`config.mk`:
```
export PLATFORM = sky130hd
export DESIGN_NAME = acc_cpu_core
export DESIGN_NICKNAME = d
export VERILOG_FILES = /design/src/rtl/acc_cpu_pkg.sv /design/src/rtl/acc_cpu_decode.sv /design/src/rtl/acc_cpu_alu.sv /design/src/rtl/acc_cpu_seq.sv /design/src/rtl/acc_cpu_core.sv
export SDC_FILE = /design/constraint.sdc
export NUM_CORES = 1
export LEC_CHECK = 0
export BUFFER_PORTS_ARGS = -buffer_cell sky130_fd_sc_hd__clkbuf_2
export CORE_MARGIN = 4
export CORE_UTILIZATION = 65
export DETAILED_ROUTE_END_ITERATION = 16
export PLACE_DENSITY = 0.9
export SYNTH_ARGS = -nofsm -noshare
export SYNTH_HDL_FRONTEND = slang
export SYNTH_SLANG_ARGS = --single-unit
```
`constraint.sdc`:
```
create_clock -name clk -period 3.8 [get_ports clk]
set_input_delay 0.38 -clock clk [delete_from_list [all_inputs] [get_ports clk]]
set_output_delay 0.38 -clock clk [all_outputs]
set_load 0.02 [all_outputs]
```
`src/rtl/acc_cpu_pkg.sv`:
```
package acc_cpu_pkg;

   typedef enum logic [2:0] {
      ST_FETCH_OP,
      ST_ADDR_LO,
      ST_ADDR_HI,
      ST_EXEC,
      ST_HALTED
   } state_t;

   typedef enum logic [3:0] {
      ALU_PASS,
      ALU_LOAD,
      ALU_ADD,
      ALU_DEC,
      ALU_CMP,
      ALU_AND,
      ALU_XOR,
      ALU_LSL,
      ALU_LSR,
      ALU_ASL,
      ALU_ASR,
      ALU_ROL,
      ALU_ROR
   } alu_op_t;

   // bit 3..0 = G, C, N, Z
   typedef struct packed {
      logic g;
      logic c;
      logic n;
      logic z;
   } flags_t;

   localparam int unsigned OPC_LOAD  = 'h01;
   localparam int unsigned OPC_STORE = 'h02;
   localparam int unsigned OPC_ADD   = 'h03;
   localparam int unsigned OPC_DEC   = 'h04;
   localparam int unsigned OPC_CMP   = 'h05;
   localparam int unsigned OPC_AND   = 'h06;
   localparam int unsigned OPC_XOR   = 'h07;
   localparam int unsigned OPC_LSL   = 'h08;
   localparam int unsigned OPC_LSR   = 'h09;
   localparam int unsigned OPC_ASL   = 'h0A;
   localparam int unsigned OPC_ASR   = 'h0B;
   localparam int unsigned OPC_ROL   = 'h0C;
   localparam int unsigned OPC_ROR   = 'h0D;
   localparam int unsigned OPC_JMP   = 'h0E;
   localparam int unsigned OPC_BZ    = 'h0F;
   localparam int unsigned OPC_BPL   = 'h10;

endpackage

```
`src/rtl/acc_cpu_decode.sv`:
```
module acc_cpu_decode
   import acc_cpu_pkg::*;
#(
   parameter int DATA_W = 8
) (
   input  logic [DATA_W-1:0] ir,
   output alu_op_t           alu_op,
   output logic              rd_oper,
   output logic              wr_oper,
   output logic              is_jmp,
   output logic              is_bz,
   output logic              is_bpl,
   output logic              is_halt
);

   always_comb begin
      alu_op  = ALU_PASS;
      rd_oper = 1'b0;
      wr_oper = 1'b0;
      is_jmp  = 1'b0;
      is_bz   = 1'b0;
      is_bpl  = 1'b0;
      is_halt = (ir == {DATA_W{1'b1}});
      case (ir)
         DATA_W'(OPC_LOAD):  begin alu_op = ALU_LOAD; rd_oper = 1'b1; end
         DATA_W'(OPC_STORE): wr_oper = 1'b1;
         DATA_W'(OPC_ADD):   begin alu_op = ALU_ADD;  rd_oper = 1'b1; end
         DATA_W'(OPC_DEC):   alu_op = ALU_DEC;
         DATA_W'(OPC_CMP):   begin alu_op = ALU_CMP;  rd_oper = 1'b1; end
         DATA_W'(OPC_AND):   begin alu_op = ALU_AND;  rd_oper = 1'b1; end
         DATA_W'(OPC_XOR):   begin alu_op = ALU_XOR;  rd_oper = 1'b1; end
         DATA_W'(OPC_LSL):   alu_op = ALU_LSL;
         DATA_W'(OPC_LSR):   alu_op = ALU_LSR;
         DATA_W'(OPC_ASL):   alu_op = ALU_ASL;
         DATA_W'(OPC_ASR):   alu_op = ALU_ASR;
         DATA_W'(OPC_ROL):   alu_op = ALU_ROL;
         DATA_W'(OPC_ROR):   alu_op = ALU_ROR;
         DATA_W'(OPC_JMP):   is_jmp = 1'b1;
         DATA_W'(OPC_BZ):    is_bz  = 1'b1;
         DATA_W'(OPC_BPL):   is_bpl = 1'b1;
         default:            ;
      endcase
   end

endmodule

```
`src/rtl/acc_cpu_alu.sv`:
```
module acc_cpu_alu
   import acc_cpu_pkg::*;
#(
   parameter int DATA_W     = 8,
   parameter bit SIGNED_CMP = 1'b0
) (
   input  logic [DATA_W-1:0] a,
   input  logic [DATA_W-1:0] b,
   input  alu_op_t           op,
   input  flags_t            fin,
   output logic [DATA_W-1:0] res,
   output flags_t            fout
);

   localparam int MSB = DATA_W - 1;

   logic [DATA_W:0] sum;
   logic            a_gt_b;
   logic            a_lt_b;

   assign sum = {1'b0, a} + {1'b0, b};

   generate
      if (SIGNED_CMP) begin : g_cmp_signed
         assign a_gt_b = $signed(a) > $signed(b);
         assign a_lt_b = $signed(a) < $signed(b);
      end else begin : g_cmp_unsigned
         assign a_gt_b = a > b;
         assign a_lt_b = a < b;
      end
   endgenerate

   always_comb begin
      res  = a;
      fout = fin;
      case (op)
         ALU_LOAD: res = b;
         ALU_ADD:  begin res = sum[MSB:0];        fout.c = sum[DATA_W]; end
         ALU_DEC:  begin res = a - 1'b1;          fout.c = (a == '0);   end
         ALU_AND:  res = a & b;
         ALU_XOR:  res = a ^ b;
         ALU_LSL:  begin res = {a[MSB-1:0], 1'b0};   fout.c = a[MSB]; end
         ALU_LSR:  begin res = {1'b0, a[MSB:1]};     fout.c = a[0];   end
         ALU_ASL:  begin res = {a[MSB-1:0], a[0]};   fout.c = a[MSB]; end
         ALU_ASR:  begin res = {a[MSB], a[MSB:1]};   fout.c = a[0];   end
         ALU_ROL:  begin res = {a[MSB-1:0], a[MSB]}; fout.c = a[MSB]; end
         ALU_ROR:  begin res = {a[0], a[MSB:1]};     fout.c = a[0];   end
         ALU_CMP:  begin
            fout.z = (a == b);
            fout.g = a_gt_b;
            fout.c = a_lt_b;
         end
         default:  ;
      endcase
      if (op != ALU_PASS && op != ALU_CMP) begin
         fout.z = (res == '0);
         fout.n = res[MSB];
      end
   end

endmodule

```
`src/rtl/acc_cpu_seq.sv`:
```
module acc_cpu_seq
   import acc_cpu_pkg::*;
#(
   parameter int DATA_W = 8,
   parameter int ADDR_W = 16
) (
   input  logic              clk,
   input  logic              rst_n,
   input  logic [DATA_W-1:0] rdata,
   input  logic              take_jump,
   input  logic              halt_op,
   output state_t            state,
   output logic [ADDR_W-1:0] pc,
   output logic [DATA_W-1:0] ir,
   output logic [ADDR_W-1:0] oper
);

   localparam logic [ADDR_W-1:0] PC_ONE = ADDR_W'(1);

   always_ff @(posedge clk or negedge rst_n) begin
      if (!rst_n) begin
         state <= ST_FETCH_OP;
         pc    <= '0;
         ir    <= '0;
         oper  <= '0;
      end else begin
         case (state)
            ST_FETCH_OP: begin
               ir    <= rdata;
               pc    <= pc + PC_ONE;
               state <= ST_ADDR_LO;
            end
            ST_ADDR_LO: begin
               oper[DATA_W-1:0] <= rdata;
               pc    <= pc + PC_ONE;
               state <= ST_ADDR_HI;
            end
            ST_ADDR_HI: begin
               oper[ADDR_W-1:DATA_W] <= rdata;
               pc    <= pc + PC_ONE;
               state <= ST_EXEC;
            end
            ST_EXEC: begin
               if (take_jump) pc <= oper;
               state <= halt_op ? ST_HALTED : ST_FETCH_OP;
            end
            default: state <= ST_HALTED;
         endcase
      end
   end

endmodule

```
`src/rtl/acc_cpu_core.sv`:
```
module acc_cpu_core
   import acc_cpu_pkg::*;
#(
   parameter int DATA_W     = 8,
   parameter int ADDR_W     = 16,
   parameter bit SIGNED_CMP = 1'b0
) (
   input  logic              clk,
   input  logic              rst_n,
   output logic [ADDR_W-1:0] mem_addr,
   output logic              mem_rd,
   output logic              mem_wr,
   output logic [DATA_W-1:0] mem_wdata,
   input  logic [DATA_W-1:0] mem_rdata,
   output logic [3:0]        flags,
   output logic              halted
);

   generate
      if (DATA_W < 8) begin : g_bad_data_w
         $error("acc_cpu_core: DATA_W must be at least 8");
      end
      if (ADDR_W != 2 * DATA_W) begin : g_bad_addr_w
         $error("acc_cpu_core: ADDR_W must equal two data bytes");
      end
   endgenerate

   state_t            state;
   logic [ADDR_W-1:0] pc;
   logic [ADDR_W-1:0] oper;
   logic [DATA_W-1:0] ir;
   logic [DATA_W-1:0] acc;
   logic [DATA_W-1:0] alu_res;
   flags_t            flg;
   flags_t            alu_flg;
   alu_op_t           alu_op;
   logic              rd_oper, wr_oper, is_jmp, is_bz, is_bpl, is_halt;
   logic              in_fetch, in_exec, take_jump;

   acc_cpu_decode #(.DATA_W(DATA_W)) u_dec (
      .ir(ir), .alu_op(alu_op), .rd_oper(rd_oper), .wr_oper(wr_oper),
      .is_jmp(is_jmp), .is_bz(is_bz), .is_bpl(is_bpl), .is_halt(is_halt)
   );

   acc_cpu_seq #(.DATA_W(DATA_W), .ADDR_W(ADDR_W)) u_seq (
      .clk(clk), .rst_n(rst_n), .rdata(mem_rdata), .take_jump(take_jump),
      .halt_op(is_halt), .state(state), .pc(pc), .ir(ir), .oper(oper)
   );

   acc_cpu_alu #(.DATA_W(DATA_W), .SIGNED_CMP(SIGNED_CMP)) u_alu (
      .a(acc), .b(mem_rdata), .op(alu_op), .fin(flg), .res(alu_res), .fout(alu_flg)
   );

   assign in_fetch  = (state == ST_FETCH_OP) || (state == ST_ADDR_LO) || (state == ST_ADDR_HI);
   assign in_exec   = (state == ST_EXEC);
   assign take_jump = in_exec && (is_jmp || (is_bz && flg.z) || (is_bpl && !flg.n));

   assign mem_addr  = in_exec ? oper : pc;
   assign mem_rd    = in_fetch || (in_exec && rd_oper);
   assign mem_wr    = in_exec && wr_oper;
   assign mem_wdata = acc;
   assign flags     = flg;
   assign halted    = (state == ST_HALTED);

   always_ff @(posedge clk or negedge rst_n) begin
      if (!rst_n) begin
         acc <= '0;
         flg <= '0;
      end else if (in_exec) begin
         acc <= alu_res;
         flg <= alu_flg;
      end
   end

endmodule

```
* Word-level counts from Yosys, hierarchy flattened
Index checks and enable logic that the tools add are counted.
Cells by class: muxes and demuxes 15, bitwise gates (word level) 2, add/subtract/negate cells 3, reductions and logical operators 28, eq/ne operators 36, $lt $le $gt $ge 2
Operators by type and width (number):
- 8-bit case mux with 11 select lines | 1
- 8-bit by 4-bit == test with 1-bit output, second input constant | 8
- 4-bit case mux with 12 select lines | 1
- 8-bit by 3-bit == test with 1-bit output, second input constant | 4
- 16-bit 2-to-1 mux | 2
- 16-bit case mux with 2 select lines | 1
- 4-bit == test, second input constant | 5
- 16-bit by 1-bit adder with 16-bit output, second input constant | 1
- 4-bit by 3-bit == test with 1-bit output, second input constant | 4
- 8-bit by 2-bit == test with 1-bit output, second input constant | 2
- 8-bit logical NOT | 2
- 3-bit case mux with 4 select lines | 1
- 2-bit AND reduction | 5
- 8-bit by 8-bit adder with 9-bit output | 1
- 3-bit OR reduction | 3
- 8-bit AND | 1
- 4-bit by 2-bit == test with 1-bit output, second input constant | 2
- 8-bit by 1-bit == test with 1-bit output, second input constant | 1
- 8-bit by 5-bit == test with 1-bit output, second input constant | 1
- 8-bit == test | 1
- 8-bit == test, second input constant | 1
- 8-bit greater-than comparator | 1
- 8-bit < comparator | 1
- 8-bit by 1-bit subtractor with 8-bit output, second input constant | 1
- other kinds (18) | 35
Word-level totals: input port bits 10, flip-flop bits (word level) 55, output and inout port bits 31

* Longest topological paths before layout
depth in word-level cells 8, mapped depth 10, gate-level depth less buffers 9

* By module
Synthesis repeated with hierarchy kept, for this count alone.
Second synthesis, totals: cells, all modules 515, area, all modules 4750.8 sq um
Modules (own cells, without submodules):
- acc_cpu_seq | seq. area each 1076.0 sq um, area each 2052.0 sq um, cells an instance 181, times used 1
- acc_cpu_alu | seq. area each 0.0 sq um, area each 1662.8 sq um, cells an instance 249, times used 1
- acc_cpu_core | seq. area each 300.3 sq um, area each 815.8 sq um, cells an instance 52, times used 1
- acc_cpu_decode | seq. area each 0.0 sq um, area each 220.2 sq um, cells an instance 33, times used 1

* Worst setup path before layout
Ideal clock, no wire load.
kind register to output, start point reg u_seq.state[0], end point out mem_wr, cell stages (with the launch flop) 8, buffers on the path 4, slack 1313 ps, arrival time 2107 ps, cell sequence dfrtp_1 > clkbuf_1 > nand2_1 > or2_2 > clkbuf_1 > clkbuf_1 > clkbuf_1 > nor4_1
On the way: longest elaborated chain between the ends 2
RTL lines:
- start, declared | RTL line acc_cpu_seq.sv:12 | output state_t state,
- start signal, assigned | RTL line acc_cpu_seq.sv:45 | state <= halt_op ? ST_HALTED : ST_FETCH_OP;
- 3-bit by 2-bit == test with 1-bit output | RTL line acc_cpu_core.sv:55 | assign in_exec = (state == ST_EXEC);
- 1-bit logical AND | RTL line acc_cpu_core.sv:60 | assign mem_wr = in_exec && wr_oper;
- end, declared | RTL line acc_cpu_core.sv:12 | output logic mem_wr,
Every way passes these cells.

* Worst setup path after layout
start point reg u_seq.ir[4], end point reg flg, in the netlist flags[0]
On the way: longest elaborated chain between the ends 6, elaborated cells on any way between the ends 33, classes of those cells 25 x eq/ne; 3 x mux; 5 x reduce/logical
RTL lines:
- start, declared | RTL line acc_cpu_seq.sv:14 | output logic [DATA_W-1:0] ir,
- start signal, assigned | RTL line acc_cpu_seq.sv:29 | ir <= rdata;
- 8-bit by 4-bit == test with 1-bit output (tied with other cells) | RTL line acc_cpu_decode.sv:24 | case (ir)
- 4-bit case mux with 12 select lines * | RTL line acc_cpu_decode.sv:24
- 4-bit == test (tied with other cells) | RTL line acc_cpu_alu.sv:36 | case (op)
- 8-bit case mux with 11 select lines / 1-bit logical AND (equally long branches) | RTL line acc_cpu_alu.sv:36, acc_cpu_alu.sv:55
- 8-bit logical NOT / 2-bit nonzero test (equally long branches)
- 1-bit 2-to-1 mux / 2-bit AND reduction (equally long branches)
- end signal, assigned | RTL line acc_cpu_core.sv:71 | flg <= alu_flg;
- end, declared | RTL line acc_cpu_core.sv:34 | flags_t flg;
Mark *: on every way between the ends. The rest lies on a longest branch, timed or not. A chain may end at the register's enable or synchronous reset.

==> results.cfg <==
[timing]
setup_violations = 0
finalCriticalPeriod_ns = 2.97
relSlewSlack = 0.381
rsz0062_at_grt = no
fmax_mhz = 336
skew_ns = 0.00570
finalSetupTns_ns = 0
finalHoldViolCount = 0
finalCritPeriodShare = 0.783
worst_pin_slew_ns = 0.929
maxSlewViolCount = 0
whs_ns = 0.187

[power_and_ir_drop]
p_leak_nw = 1.95
ir_drop_v = 0.000680
total_power_mw = 4.35
cellPowerDensity_nw_per_um2 = 975

[yosys]
synth_area_leaders = dfrtp_1 (33%), nand2_1 (7.7%), mux2_2 (6.6%)
synthArstFlopShare = 1.00
yosys.area.top_type_share = 0.334
ys_ff_latch = 55
syn-cell-area_sq_um = 4120
synth_cells = 500
yosysWarnings = 0
avgSynthCellArea_sq_um = 8.23
synth-main-ff-cell = dfrtp_1
synth_edf_count = 0
synth_cell_type_count = 70
yosys.area.top_type = dfrtp_1
synthesis.nets = 529
synth-seq-area-share = 0.334

[clock_tree]
post_cts_resized = 0
cts_made_buffers = 5
hold_buffers = 0
clock_latency_ns = 0.31
clk_pin_slew_ns = 0.10
cts_buffer_depth = 2
cts_root_buffer = clkbuf_8
post_cts_buffers = 0
htree_levels = 2
cts_tree = done
cts_num_sinks = 55

[grt]
grt_overflow = 0
grt_pass1_vias = 3589
track_usage = 0.328
antenna_found_initial = 0
grt_max_degree = 37
grt_pass1_wl_um = 19500

[worst_setup_path]
r2r_setup_slack_ns = 0.83
endpoint_kind = register
critical_path.max_stage_delay_ns = 0.74
cp_num_buf_inv = 0
path_max_fanout = 13
crit_cells = 6
cp_slowest_cell = nor4_1
r2r_cells = 6
critPathLaunch = u_seq.ir[4]
required_ns = 4.06
worstSetupPathType = reg2reg
startpoint_type = register
cp.arrival_ns = 3.23
crit_family = simple AND/OR/NAND/NOR gates
crit_chain = or4_4 -> nor4_1 -> o311ai_0 -> o32ai_1 -> o2111a_1 -> a31o_1
reg2reg_to = flags[0]
r2r_start = u_seq.ir[4]

[placed_design]
portBuffers = 40
dpl.hpwl_um = 9060
place_congestion = 1.15
dpl_cell_area_sq_um = 4350

[finish]
fill_cells = 471
drive_gt1_frac = 0.184
final_cell_mix = nand2_1 (84), dfrtp_1 (55), clkbuf_2 (40)
nNetsFinal = 554
regArea_sq_um = 1380
areaGrowthSynthToFinish_pct = 8.36
num_antenna_cells = 0
multi_input_area_sq_um = 2530
final_area_sq_um = 4460
final_common_cell = nand2_1

[die]
dieArea_sq_um = 7670
rows = 28
start_util = 0.683
die_y_um = 87.6
io_pins = 41
die_w_um = 87.6
core_area_sq_um = 6030

[route]
vias = 4138
ant_nets = 0
drt-wirelength-per-cell_um = 20.7
viasPerCell = 6.89
drc = 0
drt-total-wl_um = 12400
dr.pass1.iters = 5
first_iter_violations = 530

[worst_hold_path]
hp-class = in2async

[run]
maxCapViolCount = 0

[run_status]
status = complete, no violations
-- synth_stat cells (2+ instances only) --
cell type and n:
buf_2 2, a22oi_1 5, or2_2 3, mux2i_1 5, dfrtp_1 55, o21bai_1 3
o311ai_0 3, buf_1 2, or4_4 2, inv_1 19, a21oi_1 36, a22o_1 4
nor2_1 27, a21boi_0 3, o32ai_1 2, a41o_1 2, and3_1 5, o21ai_0 38
nor3b_1 4, nor4_1 5, a211oi_1 3, buf_4 2, nand2b_1 9, ha_1 18
clkbuf_1 25, o22ai_1 8, nor2b_1 9, or3_1 2, nor4_2 2, xnor2_1 5
nand2_1 84, xor2_1 2, nand4_1 8, nand3_1 12, a311oi_1 3, o31ai_1 4
mux2_2 24, o211ai_1 4, nor3_1 17, a31oi_1 4
-- metrics by stage --
stage	utilization	setup slack, ns	cells
3_3_place_gp	0.722	1.01	593
2_1_floorplan	-	1.31	500
4_1_cts	0.740	0.930	601
6_report	0.740	0.826	601
5_1_grt	0.740	0.881	601
3_5_place_dp	0.722	0.960	593
-- kinds of logic after synthesis --
kind of cell	share of synthesized area
buf+inv	0.0514
xor+xnor	0.0149
flops	0.334
fa+ha+maj	0.0596
compound gates	0.218
simple gates	0.244
mux	0.0778
-- sequential cells by signal, indices dropped and copies added, names as in the netlist --
signal	flops
flags	4
mem_wdata	8
u_seq.ir	8
u_seq.oper	16
u_seq.pc	16
u_seq.state	3
-- where the power goes --
group          switching [mW]  leakage [nW]  internal [mW]
logic                    1.60          1.25          0.992
clock network           0.206        0.0558          0.200
registers               0.482         0.643          0.870
-- final cells by class --
type                    instances  share of cell area
inverters                      19              0.0160
well taps                      75              0.0210
flip-flops and latches         55               0.309
repair buffers                 50              0.0617
multi-input cells             394               0.568
clock inverters                 2             0.00870
clock buffers                   6              0.0163
-- how the worst max path moves through the flow --
stage / end / slack, ns
2_1_floorplan: mem_wr / 1.31
3_3_place_gp: flags[0] / 1.01
3_5_place_dp: flags[0] / 0.96
4_1_cts: flags[0] / 0.93
5_1_grt: flags[0] / 0.88
6_report: flags[0] / 0.83
-- metal layers --
metal	GRT usage	routed length [um]	share of wire	vias to the layer above
met3	0.0677	1390	0.11	26
met4	0.0697	252	0.020	0
met1	0.496	5330	0.43	1968
met5	0	0	0	-
met2	0.486	5470	0.44	275
li1	-	-	-	1869
Note: power is estimated with default switching activity, not from simulation.
